$ cat src/rtl/wdk_pkg.sv
// Shared definitions for the keyed watchdog.
// Assumes byte-wide bus data; field layout of the configuration byte is fixed here.
package wdk_pkg;

    localparam logic [7:0] SERVICE_KEY = 8'hAC;
    localparam logic [7:0] SERVICE_RD  = 8'h9A;
    localparam int         BASE_EXP    = 10;

    typedef enum logic [1:0] {
        ACT_STOP = 2'b00,
        ACT_NMI  = 2'b01,
        ACT_RST  = 2'b10,
        ACT_RSTB = 2'b11
    } act_e;

    typedef struct packed {
        logic       spare;
        act_e       act;
        logic [4:0] sel;
    } mode_t;

endpackage

$ cat src/rtl/wdk_mode.sv
// Configuration register with one-shot lock and misuse detection.
// Assumes write strobes are single-cycle qualified by the top; bit access
// applies to the service register only.
module wdk_mode #(
    parameter int RST_SEL = 2
) (
    input  logic            clk,
    input  logic            rst_n,
    input  logic            wr_mode,
    input  logic            wr_key,
    input  logic            bit_acc,
    input  logic [7:0]      wdata,
    output wdk_pkg::mode_t  mode_q,
    output logic            viol,
    output logic            restart
);
    import wdk_pkg::*;

    localparam mode_t RST_MODE = '{spare: 1'b0, act: ACT_RST, sel: 5'(RST_SEL)};

    logic locked_q;

    // Hold the configuration; only the first write after reset is taken.
    always_ff @(posedge clk) begin
        if (!rst_n) begin
            mode_q   <= RST_MODE;
            locked_q <= 1'b0;
        end else if (wr_mode && !locked_q) begin
            mode_q   <= mode_t'(wdata);
            locked_q <= 1'b1;
        end
    end

    // Classify the current bus write as misuse or as a legal restart.
    always_comb begin
        viol    = (wr_mode && locked_q)
               || (wr_key && (bit_acc || (wdata != SERVICE_KEY)));
        restart = (wr_mode && !locked_q)
               || (wr_key && !bit_acc && (wdata == SERVICE_KEY));
    end


    mode_lock_chk: assert property (@(posedge clk) disable iff (!rst_n)
        locked_q |=> $stable(mode_q));


    lock_set_chk: assert property (@(posedge clk) disable iff (!rst_n)
        wr_mode |=> locked_q);

endmodule

$ cat src/rtl/wdk_count.sv
// Interval counter: counts ticks up to 2^(sel+BASE_EXP) and flags expiry.
// Assumes sel is clamped here to SEL_MAX; self-clears on expiry.
module wdk_count #(
    parameter int SEL_MAX = 8
) (
    input  logic       clk,
    input  logic       rst_n,
    input  logic       tick,
    input  logic       run,
    input  logic       clear,
    input  logic [4:0] sel,
    output logic       expire
);
    import wdk_pkg::*;

    localparam int CNT_W = SEL_MAX + BASE_EXP;

    logic [CNT_W-1:0] cnt_q;
    logic [CNT_W-1:0] lim_m1;
    logic [4:0]       sel_eff;
    logic [5:0]       shamt;

    // Clamp the interval select and derive the terminal count.
    always_comb begin
        sel_eff = (int'(sel) > SEL_MAX) ? 5'(SEL_MAX) : sel;
        shamt   = 6'(sel_eff) + 6'(BASE_EXP);
        lim_m1  = ({{(CNT_W-1){1'b0}}, 1'b1} << shamt) - 1'b1;
        expire  = run && tick && (cnt_q == lim_m1);
    end

    // Advance on each tick; restart on clear, expiry or stop.
    always_ff @(posedge clk) begin
        if (!rst_n) begin
            cnt_q <= '0;
        end else if (clear || !run || expire) begin
            cnt_q <= '0;
        end else if (tick) begin
            cnt_q <= cnt_q + 1'b1;
        end
    end


    clear_zero_chk: assert property (@(posedge clk) disable iff (!rst_n)
        clear |=> (cnt_q == '0));


    cnt_bound_chk: assert property (@(posedge clk) disable iff (!rst_n)
        cnt_q <= lim_m1);

endmodule

$ cat src/rtl/wdk_evt.sv
// Overflow routing: turns an overflow event into one registered pulse on the
// output chosen by the action and the oscillator-settling window.
// Assumes the stopped action suppresses every event.
module wdk_evt (
    input  logic         clk,
    input  logic         rst_n,
    input  logic         evt,
    input  wdk_pkg::act_e act,
    input  logic         osc_settle,
    output logic         rst_req,
    output logic         nmi_req,
    output logic         clk_sw_req
);
    import wdk_pkg::*;

    logic fire;
    logic rst_act;

    // Decide whether the event counts and which action it takes.
    always_comb begin
        fire    = evt && (act != ACT_STOP);
        rst_act = (act == ACT_RST) || (act == ACT_RSTB);
    end

    // Register one-cycle request pulses.
    always_ff @(posedge clk) begin
        if (!rst_n) begin
            rst_req    <= 1'b0;
            nmi_req    <= 1'b0;
            clk_sw_req <= 1'b0;
        end else begin
            rst_req    <= fire && rst_act && !osc_settle;
            clk_sw_req <= fire && rst_act && osc_settle;
            nmi_req    <= fire && (act == ACT_NMI);
        end
    end


    out_excl_chk: assert property (@(posedge clk) disable iff (!rst_n)
        $onehot0({rst_req, nmi_req, clk_sw_req}));


    stop_quiet_chk: assert property (@(posedge clk) disable iff (!rst_n)
        (act == ACT_STOP) |=> !(rst_req || nmi_req || clk_sw_req));

endmodule

$ cat src/rtl/wdog_keyed.sv
// Keyed watchdog top: write-once configuration, key-restarted counter,
// forced overflow on misuse, and routed request pulses.
// Assumes tick_en comes from an external prescaler, synchronous to clk.
module wdog_keyed #(
    parameter int SEL_MAX = 8,
    parameter int RST_SEL = 2
) (
    input  logic       clk,
    input  logic       rst_n,
    input  logic       tick_en,
    input  logic       osc_settle,
    input  logic       bus_wr,
    input  logic       bus_sel,
    input  logic       bus_bit,
    input  logic [7:0] bus_wdata,
    output logic [7:0] bus_rdata,
    output logic       rst_req,
    output logic       nmi_req,
    output logic       clk_sw_req
);
    import wdk_pkg::*;

    logic  wr_mode;
    logic  wr_key;
    mode_t mode_q;
    logic  viol;
    logic  restart;
    logic  expire;
    logic  run;

    // Decode bus strobes, run state and read data.
    always_comb begin
        wr_mode   = bus_wr && !bus_sel;
        wr_key    = bus_wr && bus_sel;
        run       = (mode_q.act != ACT_STOP);
        bus_rdata = bus_sel ? SERVICE_RD : mode_q;
    end

    wdk_mode #(.RST_SEL(RST_SEL)) u_mode (
        .clk     (clk),
        .rst_n   (rst_n),
        .wr_mode (wr_mode),
        .wr_key  (wr_key),
        .bit_acc (bus_bit),
        .wdata   (bus_wdata),
        .mode_q  (mode_q),
        .viol    (viol),
        .restart (restart)
    );

    wdk_count #(.SEL_MAX(SEL_MAX)) u_count (
        .clk    (clk),
        .rst_n  (rst_n),
        .tick   (tick_en),
        .run    (run),
        .clear  (restart || viol),
        .sel    (mode_q.sel),
        .expire (expire)
    );

    wdk_evt u_evt (
        .clk        (clk),
        .rst_n      (rst_n),
        .evt        (viol || expire),
        .act        (mode_q.act),
        .osc_settle (osc_settle),
        .rst_req    (rst_req),
        .nmi_req    (nmi_req),
        .clk_sw_req (clk_sw_req)
    );

endmodule

$ cat config.mk
export PLATFORM = sky130hd
export DESIGN_NAME = wdog_keyed
export DESIGN_NICKNAME = d
export VERILOG_FILES = /design/src/rtl/wdk_pkg.sv /design/src/rtl/wdk_mode.sv /design/src/rtl/wdk_count.sv /design/src/rtl/wdk_evt.sv /design/src/rtl/wdog_keyed.sv
export SDC_FILE = /design/constraint.sdc
export NUM_CORES = 1
export LEC_CHECK = 0
export BUFFER_PORTS_ARGS = -buffer_cell sky130_fd_sc_hd__buf_2
export CORE_ASPECT_RATIO = 1.5
export CORE_MARGIN = 2
export CORE_UTILIZATION = 56
export DETAILED_ROUTE_END_ITERATION = 10
export PLACE_DENSITY = 0.8
export SLEW_MARGIN = 20
export SYNTH_ARGS = -nofsm -noshare
export SYNTH_HDL_FRONTEND = slang
export SYNTH_SLANG_ARGS = --single-unit
$ cat constraint.sdc
create_clock -name clk -period 2.7 [get_ports clk]
set_clock_uncertainty 0.15 [all_clocks]
set_input_delay 0.135 -clock clk [delete_from_list [all_inputs] [get_ports clk]]
set_output_delay 0.135 -clock clk [all_outputs]
set_load 0.02 [all_outputs]
## Word level (Yosys, flattened, before mapping)

Index checks and enable logic that the tools add are counted.

| operators by class | value |
|---|---|
| add/sub/neg operators | 3 |
| magnitude comparators | 1 |
| equal/unequal tests | 6 |
| shift operators | 1 |
| mux-type cells | 2 |
| bitwise logic cells | 1 |
| reductions and logical operators | 29 |

Operators by type and width:

| cell | number |
|---|---|
| $add 18x1->18 const B | 1 |
| $eq 18x18->1 | 1 |
| $shl 1x6->18 const A | 1 |
| $sub 18x1->18 const B | 1 |
| $logic_and 1x1->1 | 14 |
| $eq 8x8->1 const B | 1 |
| $logic_or 1x1->1 | 8 |
| $mux 8 | 1 |
| $ne 8x8->1 const B | 1 |
| $add 5x4->6 const B | 1 |
| $gt 5x4->1 const B | 1 |
| $logic_not 1->1 | 5 |
| $mux 5 | 1 |
| $eq 2x2->1 const B | 2 |
| $eq 2x1->1 const B | 1 |
| $reduce_bool 2->1 | 1 |
| $reduce_or 2->1 | 1 |
| $not 1->1 | 1 |

| word-level totals | value |
|---|---|
| bits in registers | 30 |
| bits of input ports | 15 |
| output and inout port bits | 11 |
| logic and storage cells | 51 |

## Logic depth before layout (Yosys ltp)

Gate-level depths: netlist (run 1).

| depth | value |
|---|---|
| depth after elaboration | 11 |
| mapped depth | 9 |
| gate-level depth less buffers | 7 |

## By module

Synthesis (run 1) repeated with hierarchy kept, for this count alone.

| unflattened totals | value |
|---|---|
| cell total of the unflattened synthesis | 191 |
| area total of the unflattened synthesis | 1716.6 sq um |

By module, submodules not included:

| module | instances | cells an instance | area an instance (sq um) | sequential area each (sq um) |
|---|---|---|---|---|
| wdk_count | 1 | 128 | 1171.1 | 360.3 |
| wdk_mode | 1 | 44 | 374.1 | 180.2 |
| wdk_evt | 1 | 6 | 90.1 | 60.1 |
| wdog_keyed | 1 | 13 | 81.3 | 0.0 |

## Least setup slack after synthesis (run 1)

Ideal clock, no wire load.

| timing | value |
|---|---|
| kind | flip-flop to flip-flop |
| start point | register u_count.cnt_q[0] |
| end point | register u_count.cnt_q[10] |
| setup time | 115 ps |
| data arrival time | 2010 ps |
| required time | 2435 ps |
| path slack | 425 ps |
| stages on the path, launching flop included | 8 |
| period minus slack after synthesis | 2275 ps |
| path through | dfxtp_1 -> clkdlybuf4s15_1 -> nand4_1 -> or4_1 -> or4_4 -> o21ai_4 -> buf_6 -> nor2_1 |

| between the ends | value |
|---|---|
| longest elaborated chain between the ends | 4 |
| elaborated cells on any way between the ends | 5 |

Ends and longest elaborated chain:

| element | RTL line | text |
|---|---|---|
| start, declared | wdk_count.sv:18 | `logic [CNT_W-1:0] cnt_q;` |
| start signal, assigned | wdk_count.sv:38 | `cnt_q <= cnt_q + 1'b1;` |
| parallel branches: the longest is 4 deep, another holds $add 18x1->18 | n/a |  |

Several ways; the timed one is not identified.
A chain may end at the register's enable or synchronous reset.

## Worst setup path after layout (run 1)

| timing | value |
|---|---|
| start point | register u_mode.mode_q[6] (netlist name) |
| end point | register u_count.cnt_q[6] |

| between the ends | value |
|---|---|
| longest elaborated chain between the ends | 5 |
| elaborated cells on any way between the ends | 7 |

Ends and longest elaborated chain:

| element | RTL line | text |
|---|---|---|
| $reduce_bool 2->1 (*) | wdog_keyed.sv:35 | `run = (mode_q.act != ACT_STOP);` |
| $logic_not 1->1 or $logic_and 1x1->1 (tied branches) | wdk_count.sv:35, wdk_count.sv:28 |  |
| $logic_or 1x1->1 or $logic_and 1x1->1 (tied branches) | wdk_count.sv:35, wdk_count.sv:28 |  |
| $logic_or 1x1->1 (*) | wdk_count.sv:35 | `end else if (clear \|\| !run \|\| expire) begin` |
| $reduce_or 2->1 (no line) (*) | n/a |  |

Mark *: on every way between the ends. The rest lies on a longest branch, timed or not.

==> results of run 1 <==
-- worst paths after layout --
| check | to | slack (ns) | depth (start not counted) |
|---|---|---|---|
| setup / recovery | u_count.cnt_q[6]$_SDFFE_PP0P_ | 0.31 | 6 |
| hold / removal | u_mode.mode_q[7]$_SDFFE_PN0P_ | 0.007 | 3 |
| setup reg to reg | u_count.cnt_q[6]$_SDFFE_PP0P_ | 0.31 | 6 |
| hold reg to reg | u_mode.locked_q$_SDFFE_PN0P_ | 0.36 | 1 |
-- cell type report --
cell class	count	area, µm²
fillers	235	853
clock inverters	2	60.1
repair buffers	37	235
well taps	39	48.8
inverters	5	18.8
flip-flops and latches	30	601
multi-input cells	152	983
clock buffers	6	82.6
-- cells in the mapped netlist, types with 2 or more instances --
| library cell | n | area share |
|---|---|---|
| xor2_1 | 11 | 0.057 |
| o211ai_1 | 3 | 0.013 |
| nand3_1 | 10 | 0.030 |
| or4_1 | 3 | 0.013 |
| nor3_1 | 4 | 0.012 |
| or2_2 | 4 | 0.015 |
| nand4_1 | 6 | 0.022 |
| nor4_1 | 2 | 0.0074 |
| nand2b_1 | 2 | 0.0074 |
| dfxtp_1 | 30 | 0.36 |
| o31a_1 | 2 | 0.010 |
| nor2b_1 | 12 | 0.045 |
| nor2_1 | 32 | 0.071 |
| xnor2_1 | 14 | 0.073 |
| and3_1 | 4 | 0.015 |
| buf_6 | 2 | 0.013 |
| a31oi_1 | 2 | 0.0074 |
| ha_1 | 2 | 0.015 |
| mux2i_1 | 9 | 0.054 |
| inv_1 | 5 | 0.011 |
| nand2_1 | 12 | 0.027 |
| clkbuf_1 | 8 | 0.018 |
-- flip-flops by register name (all words and copies together) (netlist names) --
name	count
u_evt.nmi_req	1
u_count.cnt_q	18
u_mode.locked_q	1
u_evt.clk_sw_req	1
u_evt.rst_req	1
u_mode.mode_q	8
-- report_power, final --
part / switching [mW] / leakage [nW] / internal (mW) / total, mW
Clock: 0.171 / 0.0714 / 0.393 / 0.565
Sequential: 0.0118 / 0.243 / 0.452 / 0.464
Combinational: 0.0629 / 0.470 / 0.0559 / 0.119
-- per-layer routing --
| metal | global-route usage | share of wire | routed length, µm | vias to the layer above |
|---|---|---|---|---|
| met2 | 0.472 | 0.56 | 2050 | 29 |
| met5 | 0 | 0 | 0 | - |
| met3 | 0.0527 | 0.031 | 115 | 10 |
| met4 | 0.152 | 0.038 | 139 | 0 |
| li1 | - | - | - | 739 |
| met1 | 0.226 | 0.37 | 1380 | 690 |
-- cell families after synthesis --
logic type,count (synthesis)
buffers and inverters,18
multiplexers,9
flip-flops,30
other,1
adder cells (fa/ha/maj),2
AND/OR/NAND/NOR,97
AO/OA/AOI/OAI,17
XOR/XNOR,25
-- per-stage QoR --
| step | worst slack (ns) | utilization |
|---|---|---|
| finish | 0.311 | 0.704 |
| global route | 0.137 | 0.704 |
| detailed placement | 0.306 | 0.627 |
| CTS | 0.300 | 0.704 |
| floorplan | 0.425 | - |
| global placement | 0.349 | 0.627 |
-- worst min-delay path, stage by stage --
cell	delay, ns
buf_2	0.09
mux2i_1	0.06
nor2b_1	0.11
==> flow_summary.json, run 1 <==
{
  "status": "complete, no violations",
  "io_buffer_count": 25,
  "synth_seq_cells": 30,
  "cts-resized-gates": 0,
  "rsz0062_at_grt": "false",
  "clock-sinks": 30,
  "grt_max_degree": 19,
  "layout_commonest_cell": "nor2_1",
  "drtIter0Drc": 28,
  "most-common-layout-cells": "32 x nor2_1, 30 x dfxtp_1, 25 x buf_2, 14 x xnor2_1",
  "crit_type": "register to register",
  "post_cts_buffers": 0,
  "htree_levels": 2,
  "ioPinCount": 26,
  "synth_cell_types": 42,
  "track_usage": 0.244,
  "dp.cells": 255,
  "min_from": "bus_wdata[7]",
  "die_h_um": 71.1,
  "layout.cells.non_filler": 271,
  "overflow": 0,
  "ant_nets": 0,
  "period_minus_slack_ns": 2.39,
  "setup_tns_ns": 0,
  "setup_viol": 0,
  "area_growth_pct": 20.6,
  "hold_buffers": 8,
  "synth_warnings": 0,
  "drive_above_1_share": 0.198,
  "finalHoldViolations": 0,
  "cts.reportedPaths.clkPinSlew_ns": 0.06,
  "clk_latency_ns": 0.29,
  "drc": 0,
  "die_w_um": 48.8,
  "drv_slew": 0,
  "synth_top_family_by_area": "simple AND/OR/NAND/NOR gates",
  "finalCritPeriodShare": 0.885,
  "dp_hpwl_mm": 2.68,
  "fmax_mhz": 419,
  "drv_cap": 0,
  "critPathRequiredTime_ns": 2.70,
  "seq_area_frac_synth": 0.357,
  "synthXorXnorAreaFrac": 0.130,
  "start_kind": "register",
  "dieArea_um2": 3470,
  "critical-path-top-delay-family": "simple AND/OR/NAND/NOR gates",
  "synth_ff_type": "dfxtp_1",
  "path_buf_inv": 0,
  "vias": 1468,
  "gp_congestion": 0.877,
  "dr.pass1.iters": 4,
  "cts_root_buf": "clkbuf_8",
  "power_density_nw_per_um2": 565,
  "initial_utilization": 0.584,
  "p_leak_nw": 0.785,
  "netlist_instances": 199,
  "rows": 24,
  "synthAdderAreaFrac": 0.0149,
  "path_common_cell": "nor2_1",
  "crit_chain": "nor2_1, nand4b_1, or4_1, or4_4, o21ai_4, nor2_1",
  "viasPerCell": 5.42,
  "critPathMaxStageDelay_ns": 0.49,
  "cts_buffer_depth": 2,
  "finalPower_mw": 1.15,
  "cts-buffers-inserted": 5,
  "cp-startpoint": "u_mode.mode_q[6]$_SDFFE_PN1P_",
  "nets": 248,
  "placed_area_um2": 1810,
  "syn_area_um2": 1680,
  "worst_path_max_delay_cell": "or4_1",
  "irDropWorstVdd_uv": 450,
  "synth_edf_count": 0,
  "synth-compound-area-share": 0.0833,
  "final_cell_area_um2": 2030,
  "cp_max_fo": 18,
  "coreArea_um2": 2880,
  "syn_avg_cell_area_um2": 8.46,
  "cp_data_arrival_time_ns": 2.39,
  "drt-wirelength-per-cell_um": 13.6,
  "first_global_vias": 1492,
  "drt_wl_total_mm": 3.69,
  "hold_path_class": "input port to register",
  "timing.rr.start": "u_mode.mode_q[6]$_SDFFE_PN1P_",
  "synthMuxAreaShare": 0.0535,
  "worst_pin_slew_ns": 0.496,
  "grt_pass1_wl_mm": 6.47,
  "antenna_found_initial": 0,
  "max_slew_margin": 0.668,
  "cp-end-kind": "register",
  "antennaDiodeCount": 0,
  "synthSimpleGateAreaFrac": 0.298,
  "hold_slack_ns": 0.00675,
  "cts_tree": "done",
  "async_flop_share": 0
}
Power figures use the tool's default switching activity.
==> run 2: changes to the inputs <==
--- a/config.mk
+++ b/config.mk
@@ -5,6 +5,7 @@
 export SDC_FILE = /design/constraint.sdc
 export NUM_CORES = 1
 export LEC_CHECK = 0
+export ABC_AREA = 1
 export BUFFER_PORTS_ARGS = -buffer_cell sky130_fd_sc_hd__buf_2
 export CORE_ASPECT_RATIO = 1.5
 export CORE_MARGIN = 2
==> flow_summary.json, run 2 <==
{
  "synth_edf_count": 0,
  "cp_data_arrival_time_ns": 1.83,
  "r2r_cells": 8,
  "dp_hpwl_mm": 2.92,
  "utilization": 0.694,
  "setup_viol": 0,
  "syn_avg_cell_area_um2": 6.63,
  "cts_buffer_depth": 2,
  "syn_area_um2": 1710,
  "period_minus_slack_ns": 1.77,
  "cts_root_buf": "clkbuf_8",
  "p_leak_nw": 0.893,
  "setup_tns_ns": 0,
  "nets": 311,
  "reg_top3": "u_count.cnt_q: 18 flops, u_mode.mode_q: 8 flops",
  "drc": 0,
  "ant_nets": 0,
  "critPathRequiredTime_ns": 2.76,
  "dieArea_um2": 3520,
  "holdPathStages": 3,
  "regArea_um2": 601,
  "synth_cell_types": 28,
  "drt-wirelength-per-cell_um": 12.0,
  "track_usage": 0.259,
  "seq_area_frac_synth": 0.351,
  "initial_utilization": 0.587,
  "multi_input_area_um2": 952,
  "crit_type": "register to register",
  "antennaDiodeCount": 0,
  "dr.pass1.iters": 4,
  "post_cts_buffers": 0,
  "viasPerCell": 5.05,
  "overflow": 0,
  "cp_max_fo": 4,
  "grt_pass1_wl_mm": 6.98,
  "die_w_um": 49.1,
  "cts_tree": "done",
  "clk_latency_ns": 0.29,
  "cts-resized-gates": 0,
  "area_growth_pct": 18.1,
  "fmax_mhz": 566,
  "fillers": 286,
  "most-common-layout-cells": "56 x nand2_1, 44 x nor2_1, 33 x inv_1, 30 x dfxtp_1, 25 x buf_2",
  "synthTopCellsByCount": "56 x nand2_1, 44 x nor2_1, 33 x inv_1",
  "layout_commonest_cell": "nand2_1",
  "antenna_found_initial": 0,
  "finalCritPeriodShare": 0.655,
  "irDropWorstVdd_uv": 323,
  "cp-end-kind": "register",
  "rows": 24,
  "cts.reportedPaths.clkPinSlew_ns": 0.06,
  "yosys.area.top_type": "dfxtp_1",
  "ioPinCount": 26,
  "vias": 1686,
  "clock-sinks": 30,
  "io_buffer_count": 25,
  "cts-buffers-inserted": 5,
  "regMostFlops": "u_count.cnt_q",
  "netlist_top_cells_area": "dfxtp_1 35%, nand2_1 12%, nor2_1 9.7%, inv_1 7.2%, nand3_1 5.6%",
  "drtIter0Drc": 65,
  "synth_top_area_frac": 0.351,
  "drive_above_1_share": 0.180,
  "netlist_instances": 258,
  "start_kind": "register",
  "first_global_vias": 1619,
  "drv_cap": 0,
  "htree_levels": 2,
  "synth_seq_cells": 30,
  "rsz0062_at_grt": "false",
  "power_density_nw_per_um2": 492,
  "drt_wl_total_mm": 4.00,
  "gp_congestion": 0.867,
  "coreArea_um2": 2910,
  "largest_register_ffs": 18,
  "post-synth-top-count-cell": "nand2_1",
  "finalHoldViolations": 0,
  "hold_path_class": "input port to register",
  "synth_ff_type": "dfxtp_1",
  "async_flop_share": 0,
  "drv_slew": 0,
  "grt_max_degree": 19,
  "status": "complete, no violations",
  "die_h_um": 71.7,
  "synth_warnings": 0
}
==> run 2: power by group <==
group          switching (mW)  total, mW  leakage (nW)  internal [mW]
Combinational          0.0974      0.154         0.601         0.0565
Sequential             0.0112      0.466         0.244          0.455
Clock                   0.168      0.374        0.0482          0.205
==> run 2: timing repair <==
item / CTS / global route
endpoints found under the hold margin: 7 / 0
endpoints found under the setup margin: 0 / 0
hold buffers: 6 / 0
==> run 2: path summary, 6_finish.rpt <==
path,from,end,slack [ns]
worst max-delay path,u_count.cnt_q[0]$_SDFFE_PP0P_,u_count.cnt_q[16]$_SDFFE_PP0P_,0.93
worst max register to register,u_count.cnt_q[0]$_SDFFE_PP0P_,u_count.cnt_q[16]$_SDFFE_PP0P_,0.93
worst min-delay path,bus_wdata[2],u_mode.mode_q[2]$_SDFFE_PN0P_,0.002
worst min register to register,u_mode.mode_q[5]$_SDFFE_PN0P_,u_evt.nmi_req$_SDFF_PN0_,0.32
==> run 2: worst max-delay path, cell delays in order (launching register included) <==
cell and delay (ns):
dfxtp_1 0.40, ha_1 0.19, nand3_1 0.13, nor2_1 0.11, nand3_1 0.12, inv_1 0.10
nand4_1 0.09, or2_2 0.29, a21oi_1 0.11
==> run 2: cells by family after synthesis <==
group,count (synthesis),synth area share
flops,30,0.351
other cells,1,0.00219
xor+xnor,13,0.0666
buf+inv,40,0.0944
compound gates,28,0.0878
fa+ha+maj,2,0.0146
simple gates,144,0.383
==> run 2: cell type report <==
| class | instances | area share |
|---|---|---|
| repair buffers | 32 | 0.0954 |
| flip-flops and latches | 30 | 0.297 |
| clock inverters | 1 | 0.00248 |
| inverters | 36 | 0.0669 |
| clock buffers | 7 | 0.0427 |
| multi-input cells | 189 | 0.471 |
| well taps | 39 | 0.0241 |
==> run 2: metal layers <==
| layer | global-route usage | routed length [µm] |
|---|---|---|
| met1 | 0.270 | 1590 |
| met2 | 0.480 | 2140 |
| met3 | 0.0542 | 149 |
| met4 | 0.133 | 121 |
| met5 | 0 | 0 |
==> run 2: metrics by stage <==
stage               instances  worst slack [ns]  power, mW  hold slack, ns  instance area [µm²]
CTS                       334             0.916      0.997         0.00160                 2020
global placement          320             0.955      0.616           0.162                 1870
detailed placement        320             0.945      0.618           0.162                 1870
floorplan                 259              1.09      0.578          0.0574                 1710
finish                    334             0.932      0.993         0.00163                 2020
global route              334             0.704       1.03          0.0254                 2020
==> run 3: changes to the inputs <==
--- a/config.mk
+++ b/config.mk
@@ -5,7 +5,7 @@
 export SDC_FILE = /design/constraint.sdc
 export NUM_CORES = 1
 export LEC_CHECK = 0
-export ABC_AREA = 1
+export ABC_AREA = 0
 export BUFFER_PORTS_ARGS = -buffer_cell sky130_fd_sc_hd__buf_2
 export CORE_ASPECT_RATIO = 1.5
 export CORE_MARGIN = 2
==> constraint.sdc (replaced) <==
create_clock -name clk -period 1.8 [get_ports clk]
set_clock_uncertainty 0.15 [all_clocks]
set_input_delay 0.09 -clock clk [delete_from_list [all_inputs] [get_ports clk]]
set_output_delay 0.09 -clock clk [all_outputs]
set_load 0.02 [all_outputs]
==> flow_summary.json, run 3 (same netlist as run 1, synthesis figures left out) <==
{
  "status": "finished, violations left",
  "violations": "setup timing",
  "fmax_mhz": 453,
  "fillers": 223,
  "grt_pass1_wl_mm": 7.01,
  "area_growth_pct": 32.3,
  "largest_register_ffs": 18,
  "placed_area_um2": 2020,
  "holdPathStages": 3,
  "finalHoldViolations": 0,
  "min_from": "bus_wr",
  "hold_path_class": "input port to register",
  "die_h_um": 71.1,
  "clock-sinks": 30,
  "regMostFlops": "u_count.cnt_q",
  "drc": 0,
  "dp_hpwl_mm": 2.83,
  "ant_nets": 0,
  "clk_latency_ns": 0.29,
  "cts_tree": "done",
  "p_leak_nw": 0.916,
  "drt-wirelength-per-cell_um": 14.1,
  "drt_wl_total_mm": 4.26,
  "initial_utilization": 0.584,
  "p_switching_mw": 0.358,
  "drtIter0Drc": 31,
  "antenna_found_initial": 0,
  "rsz0062_at_grt": "true",
  "p_comb_frac": 0.158,
  "cts.reportedPaths.clkPinSlew_ns": 0.06,
  "cp_data_arrival_time_ns": 2.23,
  "critPathRequiredTime_ns": 1.83,
  "htree_levels": 2,
  "rrSetupSlack_ns": -0.41,
  "regArea_um2": 604,
  "crit_type": "register to register",
  "dieArea_um2": 3470,
  "io_buffer_count": 25,
  "layout_commonest_cell": "buf_4",
  "track_usage": 0.266,
  "final_cell_area_um2": 2230,
  "cp-startpoint": "u_mode.mode_q[4]$_SDFFE_PN0P_",
  "setup_viol": 21,
  "rows": 24,
  "viasPerCell": 5.27,
  "antennaDiodeCount": 0,
  "vias": 1586,
  "hold_path_end": "u_mode.locked_q$_SDFFE_PN0P_",
  "r2r_end": "u_count.cnt_q[1]$_SDFFE_PP0P_",
  "cts_buffer_depth": 2,
  "switching_share": 0.253,
  "cts-buffers-inserted": 5,
  "gp_congestion": 0.829,
  "drive_above_1_share": 0.294,
  "setup_ws_ns": -0.406,
  "drv_slew": 0,
  "overflow": 0,
  "grt_max_degree": 19,
  "irDropWorstVdd_uv": 632,
  "power_density_nw_per_um2": 635,
  "crit_chain": "or4_1, o31ai_1, buf_4, nand3b_2, o21ai_4, buf_12, nor2_1",
  "finalCritPeriodShare": 1.23,
  "p_int_mw": 1.06,
  "critPathMaxStageDelay_ns": 0.63,
  "cts_root_buf": "clkbuf_8",
  "die_w_um": 48.8,
  "timing.rr.start": "u_mode.mode_q[4]$_SDFFE_PN0P_",
  "cp_max_fo": 18,
  "multi_input_area_um2": 993,
  "coreArea_um2": 2880,
  "dr.pass1.iters": 4,
  "nets": 279,
  "start_kind": "register",
  "critical-path-top-delay-family": "simple AND/OR/NAND/NOR gates",
  "hold_slack_ns": 0.0373,
  "worst_path_max_delay_cell": "or4_1",
  "first_global_vias": 1577,
  "cp-end-kind": "register",
  "r2r_cells": 7,
  "seqPwrFrac": 0.490,
  "most-common-layout-cells": "32 x buf_4, 30 x nor2_1, 27 x dfxtp_1, 25 x buf_2, 14 x xnor2_1",
  "ioPinCount": 26,
  "pwr-share-clk": 0.352,
  "reg_top3": "u_count.cnt_q: 18 flops, u_mode.mode_q: 8 flops",
  "path_buf_inv": 2,
  "drv_cap": 0,
  "period_minus_slack_ns": 2.21
}
==> run 3: cell types whose count changed in the layout (fill, tap and decap cells not counted), moves of 10 or more <==
cell,change
buf_4,+31
xnor2_1,+11
a21oi_1,-13
nand2_1,-44
o21ai_0,-10
inv_1,-28
nor2_1,-14
nor2b_1,+12
==> run 3: worst max path at each step <==
stage                                           to  slack (ns)  depth (start not counted)
finish               u_count.cnt_q[1]$_SDFFE_PP0P_       -0.41                          7
global route         u_count.cnt_q[7]$_SDFFE_PP0P_       -0.50                          7
CTS                    u_evt.clk_sw_req$_SDFF_PN0_       -0.35                          6
detailed placement  u_count.cnt_q[12]$_SDFFE_PP0P_       -0.35                          7
global placement     u_count.cnt_q[1]$_SDFFE_PP0P_       -0.32                          7
floorplan           u_count.cnt_q[10]$_SDFFE_PP0P_       -0.45                          8
==> run 3: layout make-up <==
class / instances / area share
Multi-Input combinational cell: 152 / 0.446
Sequential cell: 30 / 0.271
Timing Repair Buffer: 68 / 0.218
Clock buffer: 7 / 0.0343
Tap cell: 39 / 0.0219
Inverter: 5 / 0.00843
==> run 3: through the flow <==
step            util  instances  setup WS, ns  power [mW]  TNS [ns]
6_report       0.773        301        -0.406        1.41     -8.07
5_1_grt        0.773        301        -0.504        1.48    -10.20
4_1_cts        0.764        299        -0.354        1.42     -7.02
3_5_place_dp   0.702        282        -0.349       0.902     -6.86
3_3_place_gp   0.702        282        -0.316       0.900     -6.41
2_1_floorplan      -        200        -0.454       0.831     -8.01
==> run 3: power by group through the flow <==
stage	Clock, mW	Sequential, mW	Combinational, mW
floorplan	0	0.699	0.132
global placement	0	0.706	0.194
detailed placement	0	0.706	0.196
CTS	0.517	0.692	0.214
global route	0.540	0.695	0.243
finish	0.498	0.692	0.224
==> run 3: what timing repair did <==
item                                    in CTS  in global routing
hold buffers                                10                  0
buffers inserted                             0                  2
endpoints found under the hold margin       11                  0
endpoints found under the setup margin      21                 21
pin swaps                                    1                  2
resized for setup                            2                  3
==> run 3: worst min-delay path, stage by stage <==
cell	delay, ns
buf_2	0.09
nor2b_1	0.15
o21a_1	0.11
==> run 3: metal layers <==
metal  up-vias  share of wire  GRT usage
li1        793              -          -
met1       744           0.39      0.265
met2        37           0.55      0.484
met3        12          0.035     0.0759
met4         0          0.031      0.152
met5         -              0          0
